--- src/rtl/lsu_pkg.sv ---
`timescale 1ns/1ps
package lsu_pkg;

    typedef enum logic [1:0] {
        SZ_BYTE = 2'd0,
        SZ_HALF = 2'd1,
        SZ_WORD = 2'd2,
        SZ_RSVD = 2'd3
    } acc_size_e;

    typedef enum logic [1:0] {
        ST_IDLE     = 2'd0,
        ST_ISSUE    = 2'd1,
        ST_FAULT    = 2'd2,
        ST_COMPLETE = 2'd3
    } lsu_state_e;

endpackage

--- src/rtl/lsu_align_check.sv ---
`timescale 1ns/1ps
module lsu_align_check
    import lsu_pkg::*;
#(
    parameter int OFF_W = 2
) (
    input  acc_size_e          size,
    input  logic [OFF_W-1:0]   offset,
    output logic               misaligned
);

    logic [OFF_W-1:0] low_mask;

    always_comb begin
        low_mask = '0;
        unique case (size)
            SZ_BYTE: low_mask = '0;
            SZ_HALF: low_mask = OFF_W'(1);
            SZ_WORD: low_mask = OFF_W'(3);
            SZ_RSVD: low_mask = '1;
        endcase
    end

    always_comb begin
        misaligned = (size == SZ_RSVD) || ((offset & low_mask) != '0);
    end

endmodule

--- src/rtl/lsu_lane_map.sv ---
`timescale 1ns/1ps
module lsu_lane_map
    import lsu_pkg::*;
#(
    parameter int LANES = 4,
    localparam int OFF_W = $clog2(LANES)
) (
    input  acc_size_e          size,
    input  logic [OFF_W-1:0]   offset,
    input  logic               big,
    output logic [OFF_W-1:0]   shift,
    output logic [LANES-1:0]   byte_en
);

    int nbytes_i;
    int shift_i;

    always_comb begin
        nbytes_i = LANES;
        unique case (size)
            SZ_BYTE: nbytes_i = 1;
            SZ_HALF: nbytes_i = 2;
            SZ_WORD: nbytes_i = 4;
            SZ_RSVD: nbytes_i = LANES;
        endcase
    end

    always_comb begin
        if (big) begin
            shift_i = LANES - int'(offset) - nbytes_i;
        end else begin
            shift_i = int'(offset);
        end
        if (shift_i < 0) begin
            shift_i = 0;
        end
    end

    assign shift = OFF_W'(shift_i);

    for (genvar i = 0; i < LANES; i++) begin : g_lane
        assign byte_en[i] = (i >= shift_i) && (i < shift_i + nbytes_i);
    end

endmodule

--- src/rtl/lsu_data_path.sv ---
`timescale 1ns/1ps
module lsu_data_path
    import lsu_pkg::*;
#(
    parameter int DATA_W = 32,
    localparam int LANES = DATA_W / 8,
    localparam int OFF_W = $clog2(LANES)
) (
    input  acc_size_e          size,
    input  logic               sgn,
    input  logic [OFF_W-1:0]   shift,
    input  logic [DATA_W-1:0]  store_data,
    input  logic [DATA_W-1:0]  load_word,
    output logic [DATA_W-1:0]  lane_data,
    output logic [DATA_W-1:0]  load_result
);

    logic [DATA_W-1:0] shifted;

    assign lane_data = store_data << {shift, 3'b000};
    assign shifted   = load_word  >> {shift, 3'b000};

    always_comb begin
        load_result = shifted;
        unique case (size)
            SZ_BYTE: load_result = {{(DATA_W-8){sgn & shifted[7]}}, shifted[7:0]};
            SZ_HALF: load_result = {{(DATA_W-16){sgn & shifted[15]}}, shifted[15:0]};
            SZ_WORD: load_result = shifted;
            SZ_RSVD: load_result = '0;
        endcase
    end

endmodule

--- src/rtl/lsu_ctrl.sv ---
`timescale 1ns/1ps
module lsu_ctrl
    import lsu_pkg::*;
(
    input  logic        clk,
    input  logic        rst_n,
    input  logic        req_valid,
    input  logic        req_bad,
    output lsu_state_e  state,
    output logic        accept,
    output logic        mem_req,
    output logic        rsp_valid,
    output logic        rsp_fault,
    output logic        busy
);

    lsu_state_e state_nx;

    always_ff @(posedge clk or negedge rst_n) begin
        if (!rst_n) begin
            state <= ST_IDLE;
        end else begin
            state <= state_nx;
        end
    end

    always_comb begin
        state_nx = state;
        unique case (state)
            ST_IDLE: begin
                if (req_valid) begin
                    state_nx = req_bad ? ST_FAULT : ST_ISSUE;
                end
            end
            ST_ISSUE:    state_nx = ST_COMPLETE;
            ST_COMPLETE: state_nx = ST_IDLE;
            ST_FAULT:    state_nx = ST_IDLE;
        endcase
    end

    always_comb begin
        accept    = (state == ST_IDLE) && req_valid;
        mem_req   = (state == ST_ISSUE);
        rsp_valid = (state == ST_COMPLETE) || (state == ST_FAULT);
        rsp_fault = (state == ST_FAULT);
        busy      = (state != ST_IDLE);
    end

endmodule

--- src/rtl/lsu_endian_unit.sv ---
`timescale 1ns/1ps
module lsu_endian_unit
    import lsu_pkg::*;
#(
    parameter int ADDR_W = 32,
    parameter int DATA_W = 32,
    localparam int LANES = DATA_W / 8,
    localparam int OFF_W = $clog2(LANES)
) (
    input  logic               clk,
    input  logic               rst_n,
    input  logic               req_valid,
    input  logic               req_store,
    input  logic [1:0]         req_size,
    input  logic               req_signed,
    input  logic               big_endian,
    input  logic [ADDR_W-1:0]  req_addr,
    input  logic [DATA_W-1:0]  req_wdata,
    output logic               busy,
    output logic               mem_req,
    output logic               mem_we,
    output logic [ADDR_W-1:0]  mem_addr,
    output logic [LANES-1:0]   mem_be,
    output logic [DATA_W-1:0]  mem_wdata,
    input  logic [DATA_W-1:0]  mem_rdata,
    output logic               rsp_valid,
    output logic               rsp_fault,
    output logic [DATA_W-1:0]  rsp_rdata
);

    lsu_state_e         state;
    logic               accept;
    logic               in_bad;
    logic               issue;
    logic               store_q;
    acc_size_e          size_q;
    logic               sgn_q;
    logic               big_q;
    logic [ADDR_W-1:0]  addr_q;
    logic [DATA_W-1:0]  wdata_q;
    logic [OFF_W-1:0]   shift;
    logic [LANES-1:0]   lane_en;
    logic [DATA_W-1:0]  lane_data;
    logic [DATA_W-1:0]  load_result;

    lsu_align_check #(.OFF_W(OFF_W)) u_align (
        .size       (acc_size_e'(req_size)),
        .offset     (req_addr[OFF_W-1:0]),
        .misaligned (in_bad)
    );

    lsu_ctrl u_ctrl (
        .clk       (clk),
        .rst_n     (rst_n),
        .req_valid (req_valid),
        .req_bad   (in_bad),
        .state     (state),
        .accept    (accept),
        .mem_req   (issue),
        .rsp_valid (rsp_valid),
        .rsp_fault (rsp_fault),
        .busy      (busy)
    );

    always_ff @(posedge clk or negedge rst_n) begin
        if (!rst_n) begin
            store_q <= 1'b0;
            size_q  <= SZ_BYTE;
            sgn_q   <= 1'b0;
            big_q   <= 1'b0;
            addr_q  <= '0;
            wdata_q <= '0;
        end else if (accept) begin
            store_q <= req_store;
            size_q  <= acc_size_e'(req_size);
            sgn_q   <= req_signed;
            big_q   <= big_endian;
            addr_q  <= req_addr;
            wdata_q <= req_wdata;
        end
    end

    lsu_lane_map #(.LANES(LANES)) u_lanes (
        .size    (size_q),
        .offset  (addr_q[OFF_W-1:0]),
        .big     (big_q),
        .shift   (shift),
        .byte_en (lane_en)
    );

    lsu_data_path #(.DATA_W(DATA_W)) u_data (
        .size        (size_q),
        .sgn         (sgn_q),
        .shift       (shift),
        .store_data  (wdata_q),
        .load_word   (mem_rdata),
        .lane_data   (lane_data),
        .load_result (load_result)
    );

    always_comb begin
        mem_req   = issue;
        mem_we    = issue && store_q;
        mem_addr  = {addr_q[ADDR_W-1:OFF_W], {OFF_W{1'b0}}};
        mem_be    = issue ? lane_en : '0;
        mem_wdata = lane_data;
        rsp_rdata = ((state == ST_COMPLETE) && !store_q) ? load_result : '0;
    end

endmodule

--- config.mk ---
export PLATFORM = sky130hd
export DESIGN_NAME = lsu_endian_unit
export DESIGN_NICKNAME = d
export VERILOG_FILES = /design/src/rtl/lsu_pkg.sv /design/src/rtl/lsu_align_check.sv /design/src/rtl/lsu_lane_map.sv /design/src/rtl/lsu_data_path.sv /design/src/rtl/lsu_ctrl.sv /design/src/rtl/lsu_endian_unit.sv
export SDC_FILE = /design/constraint.sdc
export NUM_CORES = 1
export LEC_CHECK = 0
export BUFFER_PORTS_ARGS = -buffer_cell sky130_fd_sc_hd__buf_4
export CORE_ASPECT_RATIO = 0.8
export CORE_MARGIN = 2
export CORE_UTILIZATION = 40
export CTS_BUF_LIST = sky130_fd_sc_hd__clkbuf_4 sky130_fd_sc_hd__clkbuf_8 sky130_fd_sc_hd__clkbuf_16
export DETAILED_ROUTE_END_ITERATION = 7
export PLACE_DENSITY = 0.73
export RECOVER_POWER = 50
export SYNTH_ARGS = -nofsm -noshare
export SYNTH_HDL_FRONTEND = slang
export SYNTH_SLANG_ARGS = --single-unit
--- constraint.sdc ---
create_clock -name clk -period 4.1 [get_ports clk]
set_input_delay 0.41 -clock clk [delete_from_list [all_inputs] [get_ports clk]]
set_output_delay 0.41 -clock clk [all_outputs]
set_load 0.01 [all_outputs]
==> impl_metrics.py, run 1 <==
metrics = {
    "setup_path": {
        "rr_startpoint": "u_ctrl.state[0]",
        "cp_common_cell": "inv_1",
        "setup.worst_path.class": "reg -> out",
        "critPathMaxStageDelay_ns": 0.59,
        "startpoint_type": "register",
        "r2r_cells": 4,
        "cp.arrival_ns": 3.51,
        "crit_end": "mem_be[0]",
        "cp_cell_sequence": "inv_1, nand2_2, inv_1, fa_1, nand2_1, and2_2, and2_1, xnor2_2, ha_1, a31oi_1, nor3_2, a2111oi_2, buf_4",
        "cp_max_fo": 7,
        "worstSetupStartpoint": "size_q[1]",
        "required_ns": 3.69,
        "r2r_setup_slack_ns": 1.02,
        "crit_path_end_kind": "output pin",
        "r2r-end": "wdata_q[12]",
        "slowest_stage": "fa_1",
    },
    "sta": {
        "period_share_pct": 95.5,
        "relSlewSlack_pct": -32.6,
        "hold_viol": 0,
        "worst_clock_skew_ns": 0.00542,
        "layout_min_cycle_time_ns": 3.92,
        "slew_viol_final": 97,
        "max_freq_mhz": 255,
        "max_slew.worst_pin.slew_ns": 1.98,
        "setup_viol_count_final": 0,
    },
    "run_status": {
        "violations": "capacitance limit, slew limit",
        "status": "finished with violations",
    },
    "layout": {
        "fill_cells": 1042,
        "syn_to_final_growth_pct": 34.1,
        "antenna_cells": 0,
        "post-route-util_pct": 55.0,
        "final_nets": 762,
        "stdcell_area_um2": 6340,
        "instances_no_fill": 802,
        "layout-drive-gt1-share_pct": 47.1,
    },
    "global_routing": {
        "grt_overflow": 0,
        "antenna_found_initial": 0,
        "grt_pass1_wl_um": 21500,
        "grt_pass1_vias": 4346,
        "grt_max_degree": 72,
        "grt_usage_pct": 20.9,
    },
    "floorplan": {
        "die-area_um2": 12700,
        "start_util_pct": 41.0,
        "die_w_um": 126,
        "num_io_pins": 209,
        "die_y_um": 101,
        "core_um2": 11500,
        "row_count": 35,
    },
    "clock_tree": {
        "clock_latency_ns": 0.33,
        "cts_made_buffers": 9,
        "clk_pin_slew_ns": 0.06,
        "clockBufferDepth": 2,
        "root_buffer": "clkbuf_16",
        "clock_sinks": 71,
        "h-tree-depth": 3,
        "post_cts_buffers": 0,
        "cts_tree": "built",
    },
    "drt": {
        "drc": 0,
        "detail-route-antenna-nets": 0,
        "dr_wl_met3_um": 1290,
        "wirelength_um": 13400,
        "via_per_inst": 5.25,
        "drt_iter0_drc": 211,
        "met1Wirelength_um": 5610,
        "route.met2.wl_um": 6330,
        "vias": 4212,
        "dr.pass1.iters": 4,
        "wire_per_inst_um": 16.7,
        "top_layer": "met4",
    },
    "place": {
        "post-dp-hpwl_um": 9890,
        "gp_congestion": 0.873,
        "place_area_um2": 6140,
        "placed_cells": 786,
        "port_buffers": 206,
    },
    "synthesis": {
        "synth_edf_count": 0,
        "synth_area_leader_cell": "dfrtp_1",
        "syn_area_per_cell_um2": 9.79,
        "synthArstFlopShare_pct": 100,
        "synth_warnings": 0,
        "ys_seq_area_share_pct": 37.6,
        "synth_commonest_cells": "mux2_2 (82), nand2_1 (81), dfrtp_1 (71), buf_4 (34), o21ai_0 (31)",
        "yosysUniqueCellTypes": 53,
        "synth_ff_type": "dfrtp_1",
        "syn-cell-area_um2": 4730,
        "synth.area.top_cells": "dfrtp_1 (38%), mux2_2 (20%), nand2_1 (6.4%)",
        "synth_seq_cells": 71,
        "synthCells": 483,
        "synth.top_cell.area_share_pct": 37.6,
        "post-synth-top-count-cell": "mux2_2",
    },
    "worst_hold_path": {
        "holdCritPathClass": "in -> reg",
    },
    "job": {
        "cap_violations": 2,
    },
    "power": {
        "ir_worst_vdd_mv": 0.601,
        "powerDensity_nw_per_um2": 1130,
        "p_leak_nw": 2.97,
    },
}
==> registers in the layout, indices dropped and copies added, names as in the netlist <==
register and cells:
wdata_q 32, addr_q 32, u_ctrl.state 2, big_q 1, sgn_q 1, size_q 2
store_q 1
==> power by group <==
group          leakage (nW)  switching, W  total (W)  internal [W]
clock network         0.139      0.000308   0.000789      0.000481
logic                  2.00       0.00275    0.00503       0.00228
registers             0.835      0.000268    0.00133       0.00106
==> metrics by stage <==
stage | hold slack [ns] | power, W | worst slack, ns | setup TNS, ns
6_report | 0.304 | 0.00715 | 0.185 | 0
5_1_grt | 0.299 | 0.00774 | -0.0319 | -0.0571
4_1_cts | 0.241 | 0.00727 | 0.0605 | 0
3_5_place_dp | 0.492 | 0.00645 | 0.429 | 0
3_3_place_gp | 0.486 | 0.00633 | 0.597 | 0
2_1_floorplan | 0.114 | 0.00470 | 0.147 | 0
==> critical path, delay by kind of cell, from the launching register on <==
| kind | cells | cell delay (ns) |
|---|---|---|
| adders and majority gates | 2 | 0.81 |
| xor gates and xnor gates | 1 | 0.14 |
| AOI/OAI and AO/OA | 2 | 0.62 |
| DFF | 1 | 0.43 |
| and+or+nand+nor | 5 | 0.75 |
| buffers and inverters | 3 | 0.42 |
==> per-layer routing <==
layer	vias to the layer above	GRT usage [%]
li1	1978	-
met2	206	34.9
met1	2013	25.8
met3	15	6.60
met4	0	7.61
met5	-	0
==> repair_timing <==
item                                    in CTS  in global routing
endpoints found under the setup margin       0                 12
hold buffers                                 0                  0
gates resized for setup                      0                  6
==> kinds of logic (layout without fill, tap and decap cells) <==
kind of cell,after synthesis,count (layout),share of synthesized area (%)
mux,98,98,22.9
other cells,1,2,0.0793
fa+ha+maj,10,10,2.91
xor+xnor,1,1,0.185
simple gates,154,154,16.6
flops,71,71,37.6
compound gates,77,77,10.2
buf+inv,71,241,9.42
==> worst min-delay path by stage <==
| stage | from | to | slack (ns) | cells past startpoint |
|---|---|---|---|---|
| 2_1_floorplan | rst_n | addr_q[0] | 0.11 | 0 |
| 3_3_place_gp | wdata_q[30] | wdata_q[30] | 0.49 | 1 |
| 3_5_place_dp | wdata_q[28] | wdata_q[28] | 0.49 | 1 |
| 4_1_cts | rst_n | addr_q[24] | 0.24 | 1 |
| 5_1_grt | req_wdata[6] | wdata_q[6] | 0.30 | 2 |
| 6_report | req_addr[1] | addr_q[1] | 0.30 | 3 |
==> layout make-up <==
| cell class | count | area [um2] | share of cell area, % |
|---|---|---|---|
| clock buffer | 10 | 233 | 3.67 |
| clock inverter | 6 | 70.1 | 1.11 |
| inverter | 10 | 37.5 | 0.592 |
| multi-input combinational | 342 | 2540 | 40.0 |
| sequential | 71 | 1780 | 28.1 |
| tap | 148 | 185 | 2.92 |
| timing repair buffer | 215 | 1500 | 23.6 |
==> placed cells by master (no fill, tap or decap), types with 10 or more instances in the layout <==
| cell | count |
|---|---|
| buf_4 | 179 |
| mux2_2 | 82 |
| nand2_1 | 80 |
| dfrtp_1 | 70 |
| clkbuf_1 | 34 |
| o21ai_0 | 31 |
| a21oi_1 | 18 |
| and3_1 | 17 |
| mux2i_1 | 16 |
| a21oi_2 | 10 |
Note: power is estimated with default switching activity, not from simulation.
==> inputs of run 2 (changes only) <==
==> constraint.sdc (replaced) <==
create_clock -name clk -period 4.1 [get_ports clk]
set_input_delay 0.82 -clock clk [delete_from_list [all_inputs] [get_ports clk]]
set_output_delay 0.82 -clock clk [all_outputs]
set_load 0.01 [all_outputs]
==> impl_metrics.py, run 2 (synthesis results as in run 1) <==
metrics = {
    "run_status": {
        "status": "finished with violations",
        "violations": "capacitance limit, slew limit",
    },
    "setup_path": {
        "startpoint_type": "register",
        "cp_common_cell": "inv_2",
        "cp.arrival_ns": 3.17,
        "cp.buffers_inverters": 5,
        "crit_family": "adder cells",
        "crit_path_end_kind": "output pin",
        "slowest_stage": "fa_1",
        "required_ns": 3.28,
        "cp_max_fo": 3,
        "critPathMaxStageDelay_ns": 0.41,
        "setup.worst_path.class": "reg -> out",
        "cp_cell_sequence": "inv_2, ha_4, inv_2, fa_2, inv_2, fa_1, and3_1, ha_1, inv_2, a21oi_2, o221ai_2, nor3_2, a2111oi_2, buf_4",
    },
    "drt": {
        "dr.pass1.iters": 4,
        "vias": 4193,
        "via_per_inst": 5.18,
        "drc": 0,
        "wire_per_inst_um": 16.8,
        "wirelength_um": 13600,
        "drt_iter0_drc": 159,
        "detail-route-antenna-nets": 0,
    },
    "floorplan": {
        "die_y_um": 101,
        "die_w_um": 126,
        "die-area_um2": 12700,
        "row_count": 35,
        "start_util_pct": 41.0,
        "core_um2": 11500,
        "num_io_pins": 209,
    },
    "sta": {
        "max_freq_mhz": 250,
        "max_slew.worst_pin.slew_ns": 1.78,
        "hold_viol": 0,
        "worst_hold_slack_ns": 0.506,
        "worst_clock_skew_ns": 0.0110,
        "period_share_pct": 97.4,
        "relSlewSlack_pct": -18.8,
        "grt_setup_unrepaired": "yes",
        "layout_min_cycle_time_ns": 3.99,
        "setup_viol_count_final": 0,
        "slew_viol_final": 147,
        "fin_ws_ns": 0.105,
    },
    "power": {
        "powerDensity_nw_per_um2": 1140,
        "ir_worst_vdd_mv": 0.632,
        "total_power_w": 0.00734,
        "p_leak_nw": 3.03,
    },
    "global_routing": {
        "antenna_found_initial": 0,
        "grt_pass1_wl_um": 21800,
        "grt_pass1_vias": 4356,
        "grt_usage_pct": 21.3,
        "grt_max_degree": 75,
        "grt_overflow": 0,
    },
    "clock_tree": {
        "clock_sinks": 71,
        "clockBufferDepth": 2,
        "root_buffer": "clkbuf_16",
        "hold_buffers": 0,
        "cts_tree": "built",
        "cts_made_buffers": 9,
        "clk_pin_slew_ns": 0.06,
        "clock_latency_ns": 0.32,
        "h-tree-depth": 3,
    },
    "layout": {
        "stdcell_area_um2": 6460,
        "top_regs": "addr_q: 32 flops, wdata_q: 32 flops",
        "syn_to_final_growth_pct": 36.7,
        "final_common_cell": "buf_4",
        "layout-drive-gt1-share_pct": 49.8,
        "post-route-util_pct": 56.1,
        "layout_common_cells": "buf_4 (186), mux2_2 (82), nand2_1 (81)",
        "final_nets": 769,
        "antenna_cells": 0,
    },
    "place": {
        "dpl_worst_slack_ns": 0.118,
        "port_buffers": 206,
        "post-dp-hpwl_um": 10200,
        "place_area_um2": 6150,
        "gp_congestion": 0.924,
    },
    "worst_hold_path": {
        "holdCritPathClass": "reg -> reg",
    },
    "job": {
        "cap_violations": 2,
    },
}
## run 2: changes by cell type in the layout (fill, tap and decap cells not counted), moves of 2 or more
cell	before	now
and2_4	0	2
nor2_4	0	2
inv_1	9	4
ha_1	7	5
a21oi_1	18	16
clkbuf_8	0	2
clkinvlp_4	3	1
buf_4	179	186
inv_2	1	6
a21oi_2	10	12
## run 2: routing by layer
metal / GRT usage [%] / share of wire (%) / vias to the layer above
met4: 5.98 / 0.82 / 0
li1: - / - / 1997
met3: 6.50 / 9.3 / 8
met5: 0 / 0 / -
met2: 38.0 / 50 / 187
met1: 25.1 / 40 / 2001
## run 2: timing repair
action | in CTS | in global routing
gates cloned | 0 | 0
pin swaps | 10 | 5
resized for setup | 15 | 4
endpoints found under the setup margin | 15 | 31
setup buffers | 3 | 3
## run 2: metrics by stage
stage / std cells / TNS [ns]
floorplan: 484 / -0.0502
global placement: 787 / 0
detailed placement: 787 / 0
CTS: 806 / -0.00327
global route: 809 / -0.448
finish: 809 / 0
## run 2: area by class of cell
class | count | area (um2)
multi-input combinational | 342 | 2580
tap | 148 | 185
fill | 1034 | 5060
inverter | 10 | 37.5
clock inverter | 4 | 76.3
clock buffer | 12 | 260
sequential | 71 | 1780
timing repair buffer | 222 | 1540
## run 2: power breakdown
part | switching [W] | internal, W | leakage (nW)
Clock | 0.000297 | 0.000575 | 0.163
Sequential | 0.000266 | 0.00106 | 0.834
Combinational | 0.00275 | 0.00239 | 2.03
Total | 0.00332 | 0.00403 | 3.03
## run 2: worst paths after layout
kind                                       from     endpoint  slack (ns)  cells past startpoint
worst max register to register  u_ctrl.state[0]  wdata_q[31]        1.39                      4
worst min-delay path                wdata_q[21]  wdata_q[21]        0.51                      1
min in group asynchronous                 rst_n    addr_q[4]        0.95                      1
max in group asynchronous                 rst_n    size_q[1]        1.97                      1
worst min register to register      wdata_q[21]  wdata_q[21]        0.51                      1
worst max-delay path                  addr_q[0]    mem_be[0]        0.11                     14
